$ cat src/rtl/rc_pkg.sv
package rc_pkg;
  localparam int unsigned RC_W  = 8;
  localparam int unsigned RC_AW = $clog2(RC_W);

  typedef enum logic [1:0] {
    RC_MOVE = 2'd0,
    RC_ADD  = 2'd1,
    RC_AND  = 2'd2,
    RC_XOR  = 2'd3
  } rc_op_e;

  function automatic logic [RC_W-1:0] rot_right(input logic [RC_W-1:0] v,
                                                input logic [RC_AW-1:0] n);
    logic [2*RC_W-1:0] t;
    t = {v, v} >> n;
    return t[RC_W-1:0];
  endfunction

  function automatic logic [RC_W-1:0] len_mask(input logic [RC_AW-1:0] n);
    logic [RC_W:0] m;
    m = ({{RC_W{1'b0}}, 1'b1} << n) - 1'b1;
    return (n == '0) ? {RC_W{1'b1}} : m[RC_W-1:0];
  endfunction

  function automatic logic [RC_W:0] add_wide(input logic [RC_W-1:0] a,
                                             input logic [RC_W-1:0] b);
    return {1'b0, a} + {1'b0, b};
  endfunction
endpackage

$ cat src/rtl/rc_regfile.sv
module rc_regfile
  import rc_pkg::*;
#(
  parameter int unsigned NREG = 8,
  localparam int unsigned RIW = $clog2(NREG)
) (
  input  logic            clk,
  input  logic            rst_n,
  input  logic [RIW-1:0]  rd_idx,
  output logic [RC_W-1:0] rd_data,
  output logic [RC_W-1:0] aux_data,
  input  logic            wr_en,
  input  logic [RIW-1:0]  wr_idx,
  input  logic [RC_W-1:0] wr_data
);
  logic [RC_W-1:0] regs [NREG];

  for (genvar g = 0; g < NREG; g++) begin : g_entry
    always_ff @(posedge clk) begin
      if (!rst_n)
        regs[g] <= '0;
      else if (wr_en && (wr_idx == RIW'(g)))
        regs[g] <= wr_data;
    end
  end

  assign rd_data  = regs[rd_idx];
  assign aux_data = regs[0];
endmodule

$ cat src/rtl/rc_operand.sv
module rc_operand
  import rc_pkg::*;
(
  input  logic             src_is_field,
  input  logic             dst_is_field,
  input  logic [RC_W-1:0]  reg_val,
  input  logic [RC_W-1:0]  field_in,
  input  logic [RC_AW-1:0] amt,
  output logic [RC_W-1:0]  operand,
  output logic [RC_W-1:0]  fmask
);
  always_comb begin
    fmask = len_mask(amt);
    if (src_is_field)
      operand = field_in & fmask;
    else if (dst_is_field)
      operand = reg_val;
    else
      operand = rot_right(reg_val, amt);
  end
endmodule

$ cat src/rtl/rc_combine.sv
module rc_combine
  import rc_pkg::*;
(
  input  rc_op_e          op,
  input  logic [RC_W-1:0] a,
  input  logic [RC_W-1:0] aux,
  output logic [RC_W-1:0] res,
  output logic            carry,
  output logic            is_add
);
  logic [RC_W:0] sum;

  always_comb begin
    sum    = add_wide(a, aux);
    carry  = sum[RC_W];
    is_add = (op == RC_ADD);
    unique case (op)
      RC_MOVE: res = a;
      RC_ADD:  res = sum[RC_W-1:0];
      RC_AND:  res = a & aux;
      RC_XOR:  res = a ^ aux;
      default: res = a;
    endcase
  end
endmodule

$ cat src/rtl/rc_alu.sv
module rc_alu
  import rc_pkg::*;
#(
  parameter int unsigned NREG = 8,
  localparam int unsigned RIW = $clog2(NREG)
) (
  input  logic             clk,
  input  logic             rst_n,
  input  logic             op_valid,
  input  logic [1:0]       op_code,
  input  logic             src_is_field,
  input  logic             dst_is_field,
  input  logic [RIW-1:0]   src_sel,
  input  logic [RIW-1:0]   dst_sel,
  input  logic [RC_AW-1:0] amt,
  input  logic [RC_W-1:0]  field_in,
  output logic [RC_W-1:0]  result_o,
  output logic [RIW-1:0]   dest_o,
  output logic             reg_we_o,
  output logic             field_we_o,
  output logic             ovf_o
);
  logic [RC_W-1:0] reg_val, aux_val, operand, fmask, comb_res, out_val;
  logic            add_carry, is_add, rf_we;

  rc_regfile #(.NREG(NREG)) u_rf (
    .clk(clk), .rst_n(rst_n),
    .rd_idx(src_sel), .rd_data(reg_val), .aux_data(aux_val),
    .wr_en(rf_we), .wr_idx(dst_sel), .wr_data(comb_res)
  );

  rc_operand u_opnd (
    .src_is_field(src_is_field), .dst_is_field(dst_is_field),
    .reg_val(reg_val), .field_in(field_in), .amt(amt),
    .operand(operand), .fmask(fmask)
  );

  rc_combine u_comb (
    .op(rc_op_e'(op_code)), .a(operand), .aux(aux_val),
    .res(comb_res), .carry(add_carry), .is_add(is_add)
  );

  assign rf_we   = op_valid && !dst_is_field;
  assign out_val = dst_is_field ? (comb_res & fmask) : comb_res;

  always_ff @(posedge clk) begin
    if (!rst_n) begin
      result_o   <= '0;
      dest_o     <= '0;
      reg_we_o   <= 1'b0;
      field_we_o <= 1'b0;
      ovf_o      <= 1'b0;
    end else begin
      reg_we_o   <= rf_we;
      field_we_o <= op_valid && dst_is_field;
      if (op_valid) begin
        result_o <= out_val;
        dest_o   <= dst_sel;
        if (is_add)
          ovf_o <= add_carry;
      end
    end
  end
endmodule

$ cat config.mk
export PLATFORM = sky130hd
export DESIGN_NAME = rc_alu
export DESIGN_NICKNAME = d
export VERILOG_FILES = /design/src/rtl/rc_pkg.sv /design/src/rtl/rc_regfile.sv /design/src/rtl/rc_operand.sv /design/src/rtl/rc_combine.sv /design/src/rtl/rc_alu.sv
export SDC_FILE = /design/constraint.sdc
export NUM_CORES = 1
export LEC_CHECK = 0
export BUFFER_PORTS_ARGS = -buffer_cell sky130_fd_sc_hd__buf_4
export CAP_MARGIN = 15
export CORE_MARGIN = 2
export CORE_UTILIZATION = 45
export CTS_CLUSTER_SIZE = 14
export DETAILED_ROUTE_END_ITERATION = 8
export SLEW_MARGIN = 20
export SYNTH_ARGS = -nofsm -noshare
export SYNTH_HDL_FRONTEND = slang
export SYNTH_SLANG_ARGS = --single-unit
$ cat constraint.sdc
create_clock -name clk -period 5 [get_ports clk]
set_input_delay 0.25 -clock clk [delete_from_list [all_inputs] [get_ports clk]]
set_output_delay 0.25 -clock clk [all_outputs]
set_load 0.01 [all_outputs]
Word level (Yosys, flattened, before mapping)
Memories as Yosys holds them, arrays and structs flattened.
Cells that the tools add are included.

storage, ports and cells
  memories = 1
  flip-flop bits (word level) = 14
  logic and storage cells = 85
  output and inout bits = 14
  memory bits (writable) = 64

cells by class
  bitwise operators = 12
  add/subtract/negate cells = 2
  shift operators = 2
  eq/ne operators = 10
  mux-type cells = 38
  reductions and logical operators = 15

memories
  memory     words  bits a word  rd ports  clocked after Yosys merged registers in  write ports  line              source
  u_rf.regs  8      8            2         0                                        8            rc_regfile.sv:16  logic [RC_W-1:0] regs [NREG];

operators by type and width
  kind                                               count
  2-to-1 mux 8 bit                                   12
  one-hot mux 8 bit (4 select lines)                 1
  2-to-1 mux 1 bit                                   25
  AND 8 bit                                          3
  >> shifter 16 x 3 -> 8 bit                         1
  == test 3 bit (second input constant)              4
  logical AND 1 bit                                  10
  adder 8 x 8 -> 9 bit                               1
  OR 1 bit                                           8
  left shift 1 x 3 -> 8 bit (first input constant)   1
  subtractor 8 x 1 -> 8 bit (second input constant)  1
  XOR 8 bit                                          1
  == test 3 x 2 -> 1 bit (second input constant)     2
  zero test 3 bit                                    2
  == test 2 bit (second input constant)              2
  == test 3 x 1 -> 1 bit (second input constant)     1
  == test 2 x 1 -> 1 bit (second input constant)     1
  zero test 2 bit                                    1
  AND reduction 2 bit                                1
  zero test 1 bit                                    1

Depth between registers and ports, before layout
Gate-level depths: netlist of run 1.

  depth after elaboration = 9
  gate-level depth with buffers = 18
  mapped depth without buffers = 15

Modules after synthesis
A second synthesis of run 1 with hierarchy kept.

second synthesis, totals
  cells, all modules = 400
  area, all modules = 4,829.6 um^2

modules (own cells, without submodules)
  module      times used  area an instance (um^2)  cells an instance
  rc_regfile  1           2,989.1                  196
  rc_alu      1           690.7                    65
  rc_operand  1           600.6                    73
  rc_combine  1           549.3                    66

Worst setup path after synthesis of run 1
OpenSTA, ideal clock, no wires.

  kind = input-to-reg
  from = input src_sel[0]
  to = memory u_rf.regs[0][7] (data pin)
  arrival time = 4,056 ps
  setup slack = 672 ps
  stages = 16
  data required time = 4,728 ps
  path through = buf_6 > buf_12 > mux4_2 > mux4_2 > mux4_2 > o21a_1 > a31oi_4 > inv_2 > ha_1 > a21o_1 > a21oi_1 > o21ai_1 > and4_1 > o31a_1 > a211oi_2 > nor2_1

RTL lines
  what             line              source
  start, declared  rc_alu.sv:13      input logic [RIW-1:0] src_sel,
  end, declared    rc_regfile.sv:16

==> results of run 1 <==
## cells in the final DEF (no fill, tap or decap), types with 7 or more instances in the layout
cell type  instances
nor2_1            73
edfxtp_1          64
buf_4             41
nand2_1           33
mux4_2            26
a21oi_1           18
dfxtp_1           14
mux2i_1           12
inv_1             10
ha_1               9
clkbuf_8           9
a21o_1             8
nand3_1            8
o21ai_1            8
nand3b_1           7
## state kept, by name, indices dropped and copies added (netlist names)
name / count
dest_o: 3
field_we_o: 1
ovf_o: 1
reg_we_o: 1
result_o: 8
u_rf.regs: 64
## Yosys cell counts, types with 7 or more instances
library cell and n:
edfxtp_1 64, clkbuf_1 15, a21oi_1 18, nand2_1 33
nand3_1 8, ha_1 9, mux2i_1 12, inv_1 10
dfxtp_1 14, mux4_2 26, a21o_1 8, nor2_1 73
o21ai_1 8, nand3b_1 7
## worst max-delay path, delay by kind of cell (launching register included)
| kind | cells | cell delay, ps |
|---|---|---|
| AOI/OAI and AO/OA | 8 | 1700 |
| adders and majority gates | 1 | 280 |
| buffers and inverters | 2 | 230 |
| DFF | 1 | 480 |
| muxes | 3 | 1510 |
| and+or+nand+nor | 1 | 120 |
## logic make-up after synthesis
group           synth area share
compound gates             0.120
xor+xnor                 0.00592
fa+ha+maj                 0.0299
buf+inv                   0.0411
flops                      0.496
mux                        0.159
simple gates               0.149
## how the worst min path moves through the flow
stage | endpoint | slack, ps
finish | dest_o[0]$_SDFFE_PN0P_ | 220
global route | dest_o[0]$_SDFFE_PN0P_ | 230
CTS | dest_o[0]$_SDFFE_PN0P_ | 210
detailed placement | result_o[4]$_SDFFE_PN0P_ | 470
global placement | result_o[4]$_SDFFE_PN0P_ | 470
floorplan | dest_o[0]$_SDFFE_PN0P_ | 420
## power by group through the flow
stage | Clock, mW | Sequential [mW] | Combinational (mW)
2_1_floorplan | 0 | 0.756 | 0.201
3_5_place_dp | 0 | 0.760 | 0.295
3_3_place_gp | 0 | 0.759 | 0.292
4_1_cts | 0.450 | 0.745 | 0.296
5_1_grt | 0.481 | 0.748 | 0.324
6_report | 0.445 | 0.745 | 0.296
## stage by stage
stage               area (um^2)   util  hold WS (ps)  cells
finish                     4970  0.513           220    555
global route               4970  0.513           229    555
CTS                        4970  0.513           208    555
detailed placement         4790  0.494           471    539
global placement           4790  0.494           466    539
floorplan                  4440      -           420    390
## cell type report
type	instances	area, um^2	area share
inverters	14	52.6	0.0106
well taps	133	166	0.0335
flip-flops and latches	78	2200	0.443
repair buffers	41	308	0.0620
clock inverters	3	20.0	0.00403
multi-input cells	273	2060	0.414
clock buffers	13	160	0.0323
## routing by layer
metal / vias up / global-route usage
met5: - / 0
met4: 2 / 0.122
met3: 31 / 0.0464
met2: 127 / 0.373
met1: 1613 / 0.310
li1: 1515 / -
==> results.yml, run 1 <==
timing:
  max-slew-margin-rel: 0.291
  fin_skew_ps: 15.4
  rsz0062_at_grt: "no"
  worst_pin_slew_ps: 1060
  max_freq_mhz: 222
  setup_viol: 0
  finalMaxSlewViolations: 0
  hold_violations: 0
  finalCritPeriodShare: 0.899
  period_needed_ps: 4500
  worst_slack_ps: 503
  fin_tns_setup_ps: 0
drt:
  drc: 0
  wl_met1_mm: 4.80
  wl_met2_mm: 5.41
  num_vias: 3288
  dr.pass1.iters: 4
  avgRoutedWirePerCell_um: 20.7
  viasPerCell: 5.92
  drt_wl_total_mm: 11.5
  dr.first_iter.drc_count: 348
  dr_wl_met3_um: 716
  top_layer: "met5"
  final_antenna_net_count: 0
synth:
  yosysUniqueCellTypes: 56
  ys.flop_type: "edfxtp_1"
  yosys-top-cells-area: "edfxtp_1, mux4_2, dfxtp_1"
  ys_warn_count: 0
  synthCells: 390
  synth-edff-count: 64
  synth_seq_area_share: 0.496
  synthArstFlopShare: 0
  syn_avg_cell_area_um2: 11.4
  syn-cell-area_um2: 4440
  netlist.area_leader.share: 0.433
  synth_top_area_cell: "edfxtp_1"
  ys_seq_elements: 78
  syn_nets: 424
place:
  gp_congestion: 0.948
  numPortBuffers: 37
  pre_cts_ws_ps: 448
  hpwl_mm: 8.51
floorplan:
  core-area_um2: 9680
  initial_core_util: 0.459
  num_rows: 36
  die_w_um: 103
  dieArea_um2: 10700
  io_pins: 38
  die_height_um: 103
status:
  outcome: "complete, no violations"
power:
  clkPwrFrac: 0.299
  power.leakage_nw: 1.90
  ir_worst_vdd_mv: 0.172
  p_switching_uw: 423
  p_sw_frac: 0.285
  pwr-share-seq: 0.501
  p_int_mw: 1.06
  combPwrFrac: 0.199
  power_mw: 1.49
  p_per_area_nw_per_um2: 299
worst_setup_path:
  crit_required_ps: 5180
  cp_slowest_cell: "mux4_2"
  cp-start-kind: "flop"
  path_cells: "mux4_2 -> mux4_2 -> mux4_2 -> o21a_1 -> a31oi_4 -> inv_2 -> ha_1 -> a21o_1 -> a21oi_1 -> o21ai_1 -> a2111oi_0 -> o31a_1 -> a211oi_2 -> buf_4 -> nor2_1"
  crit_end: "u_rf.regs[2][7]$_SDFFCE_PN0P_"
  ff2ff_setup_slack_ps: 500
  endpoint_kind: "flop"
  criticalPathCategory: "flop to flop"
  r2r-start: "u_rf.regs[0][3]$_SDFFCE_PN0P_"
  timing.rr.end: "u_rf.regs[2][7]$_SDFFCE_PN0P_"
  critPathMaxFanout: 9
  crit_path_max_incr_delay_ps: 530
  cpMostUsedCell: "mux4_2"
  reg2reg_depth: 15
  startpoint: "u_rf.regs[0][3]$_SDFFCE_PN0P_"
  cp.arrival_ps: 4670
clock_tree:
  clock_latency_ps: 350
  cts.hold.buffers_added: 0
  cts_tree: "done"
  numClockSinks: 78
  htreeDepth: 3
  cts_setup_buffers: 0
  root_buffer: "clkbuf_8"
  clkTransAtPathRegs_ps: 80
  clock_path_buffers: 2
  cts_resized: 0
  cts_made_buffers: 9
global_routing:
  overflow: 0
  antenna_found_initial: 1
  grt_max_degree: 30
  grt_pass1_wl_mm: 18.2
  gr-usage-all-layers: 0.236
  grt_pass1_vias: 3209
min_path:
  hold_class: "input port to flop"
  hp-start: "dst_sel[0]"
  min_path_cells: 3
finish:
  syn2layout_area_growth_pct: 11.8
  antennaDiodeCount: 0
  nFillCells: 883
  drive_above_1_share: 0.211
  final_nets: 451
flow_run:
  drv_cap: 0
No activity file was read; power rests on OpenSTA's default activity.
==> run 2: changes to the inputs <==
- ABC_AREA: unset -> 1
==> results.yml, run 2 <==
worst_setup_path:
  ff2ff_setup_slack_ps: 1460
  r2r-start: "u_rf.regs[0][5]$_SDFFCE_PN0P_"
  critPathMaxFanout: 40
  endpoint_kind: "flop"
  reg2reg_depth: 26
  criticalPathCategory: "input port to flop"
  timing.rr.end: "u_rf.regs[5][6]$_SDFFCE_PN0P_"
  cp.arrival_ps: 3750
  crit_required_ps: 5100
  cp-start-kind: "input port"
synth:
  syn_avg_cell_area_um2: 7.19
  synth_seq_area_share: 0.455
  ys_seq_elements: 78
  synth_most_common_cell: "nand2_1"
  ys.flop_type: "edfxtp_1"
  synth_common_cells: "nand2_1, nor2_1, inv_1"
  syn-cell-area_um2: 4840
  synthArstFlopShare: 0
  yosys-top-cells-area: "edfxtp_1, nand2_1, nand3_1"
  synth_top_area_cell: "edfxtp_1"
  netlist.area_leader.share: 0.397
  syn_nets: 707
  synthCells: 673
  ys_warn_count: 0
  synth-edff-count: 64
  yosysUniqueCellTypes: 33
global_routing:
  grt_max_degree: 41
  grt_util_met3: 0.0708
  grt-busiest-layer: "met1"
  grt_pass1_wl_mm: 22.2
  overflow: 0
  use_met1: 0.381
  grt_pass1_vias: 4114
  gr-usage-all-layers: 0.260
  antenna_found_initial: 0
  grtUsageMet2: 0.356
drt:
  viasPerCell: 5.39
  dr.first_iter.drc_count: 461
  num_vias: 4522
  final_antenna_net_count: 0
  drt_wl_total_mm: 14.2
  drc: 0
  dr.pass1.iters: 5
  avgRoutedWirePerCell_um: 16.9
min_path:
  hold_end: "dest_o[1]$_SDFFE_PN0P_"
  hold_class: "input port to flop"
  hp-start: "dst_sel[1]"
  min_path_cells: 3
place:
  numPortBuffers: 37
  place_inst: 823
  place_area_um2: 5160
  gp_congestion: 0.960
  hpwl_mm: 10.4
clock_tree:
  cts.hold.buffers_added: 0
  cts_setup_buffers: 0
  cts_tree: "done"
  numClockSinks: 78
  clkTransAtPathRegs_ps: 80
  cts_made_buffers: 9
  cts_resized: 0
  htreeDepth: 3
  root_buffer: "clkbuf_8"
  clock_path_buffers: 2
  clock_latency_ps: 360
timing:
  finalMaxSlewViolations: 0
  setup_viol: 0
  max_freq_mhz: 275
  hold_violations: 0
  worst_pin_slew_ps: 672
  max-slew-margin-rel: 0.550
  fin_tns_setup_ps: 0
  fin_skew_ps: 14.0
  rsz0062_at_grt: "no"
  period_needed_ps: 3640
  finalCritPeriodShare: 0.729
floorplan:
  die_w_um: 108
  dieArea_um2: 11600
  core-area_um2: 10400
  num_rows: 37
  io_pins: 38
  die_height_um: 108
  initial_core_util: 0.466
power:
  p_per_area_nw_per_um2: 280
  power.leakage_nw: 2.48
  ir_worst_vdd_mv: 0.167
finish:
  regMostFlops: "u_rf.regs"
  antennaDiodeCount: 0
  final_nets: 732
  stdcell_count: 839
  largest_reg_flops: 64
  fin_area_um2: 5330
  layout_common_cells: "nand2_1, nor2_1, inv_1, nand3_1, edfxtp_1"
  top_regs: "u_rf.regs: 64 flops, result_o: 8 flops, dest_o: 3 flops"
  final_common_cell: "nand2_1"
  drive_above_1_share: 0.0925
  final_core_util: 0.514
  nFillCells: 1066
  syn2layout_area_growth_pct: 10.1
flow_run:
  drv_cap: 0
status:
  outcome: "complete, no violations"
==> run 2: cell count changes after synthesis, sizes merged, moves of 8 or more <==
cell	delta
a21o	-8
a21oi	+14
inv	+86
mux2i	-12
mux4	-26
nand2	+157
nand3	+78
nor2	+35
==> run 2: metal layers <==
layer  routed length (um)  share of wire
met5                    0              0
met4                  526          0.037
met3                 1150          0.081
met2                 5920           0.42
met1                 6620           0.47
==> run 2: per-stage QoR <==
stage,hold slack (ps),power [mW],setup WS (ps)
2_1_floorplan,388,0.969,1840
3_3_place_gp,455,1.08,1100
3_5_place_dp,456,1.08,1050
4_1_cts,152,1.49,1430
5_1_grt,164,1.56,1010
6_report,173,1.49,1360
==> run 2: logic make-up (layout without fill, tap and decap cells) <==
group / after synthesis / after routing / synth area share
AND/OR/NAND/NOR: 395 / 395 / 0.338
buffers and inverters: 126 / 156 / 0.106
flip-flops: 78 / 78 / 0.455
AO/OA/AOI/OAI: 63 / 63 / 0.0722
adder cells (fa/ha/maj): 10 / 10 / 0.0274
XOR/XNOR: 1 / 1 / 0.00181
==> run 2: how the worst max path moves through the flow <==
stage                               endpoint       start  depth (start not counted)
6_report       u_rf.regs[5][6]$_SDFFCE_PN0P_  src_sel[0]                         25
3_5_place_dp   u_rf.regs[2][6]$_SDFFCE_PN0P_  src_sel[0]                         25
4_1_cts        u_rf.regs[2][6]$_SDFFCE_PN0P_  src_sel[0]                         25
3_3_place_gp   u_rf.regs[4][6]$_SDFFCE_PN0P_  src_sel[0]                         25
5_1_grt        u_rf.regs[0][6]$_SDFFCE_PN0P_  src_sel[0]                         25
2_1_floorplan  u_rf.regs[0][6]$_SDFFCE_PN0P_  src_sel[0]                         25
==> run 2: power breakdown <==
part	switching, mW	total, mW	internal, mW
Sequential	0.0118	0.742	0.730
Clock	0.242	0.417	0.176
Combinational	0.234	0.332	0.0985
Total	0.487	1.49	1.00
==> run 2: critical path, cell delays in order <==
cell and delay [ps]:
buf_4 330, inv_2 270, nand2_1 130, nand3_1 100
nand3_1 190, nand3_1 120, nand3_1 100, nand2_1 70
o211ai_1 160, nand2_1 90, nand2_1 70, ha_1 180
inv_1 70, fa_1 400, o21ai_0 180, nand2_1 60
nand2_1 90, a31oi_1 90, or2_2 300, nand3_1 70
nand3_1 60, inv_1 50, nand2_1 80, inv_2 160
nor2_1 60
==> run 2: final cells by class <==
cell class              instances  area, um^2  area share
repair buffers                 37         278      0.0522
well taps                     136         170      0.0320
clock buffers                   9         124      0.0233
clock inverters                 7        41.3     0.00775
multi-input cells             469        2120       0.399
flip-flops and latches         78        2200       0.414
inverters                     103         387      0.0726
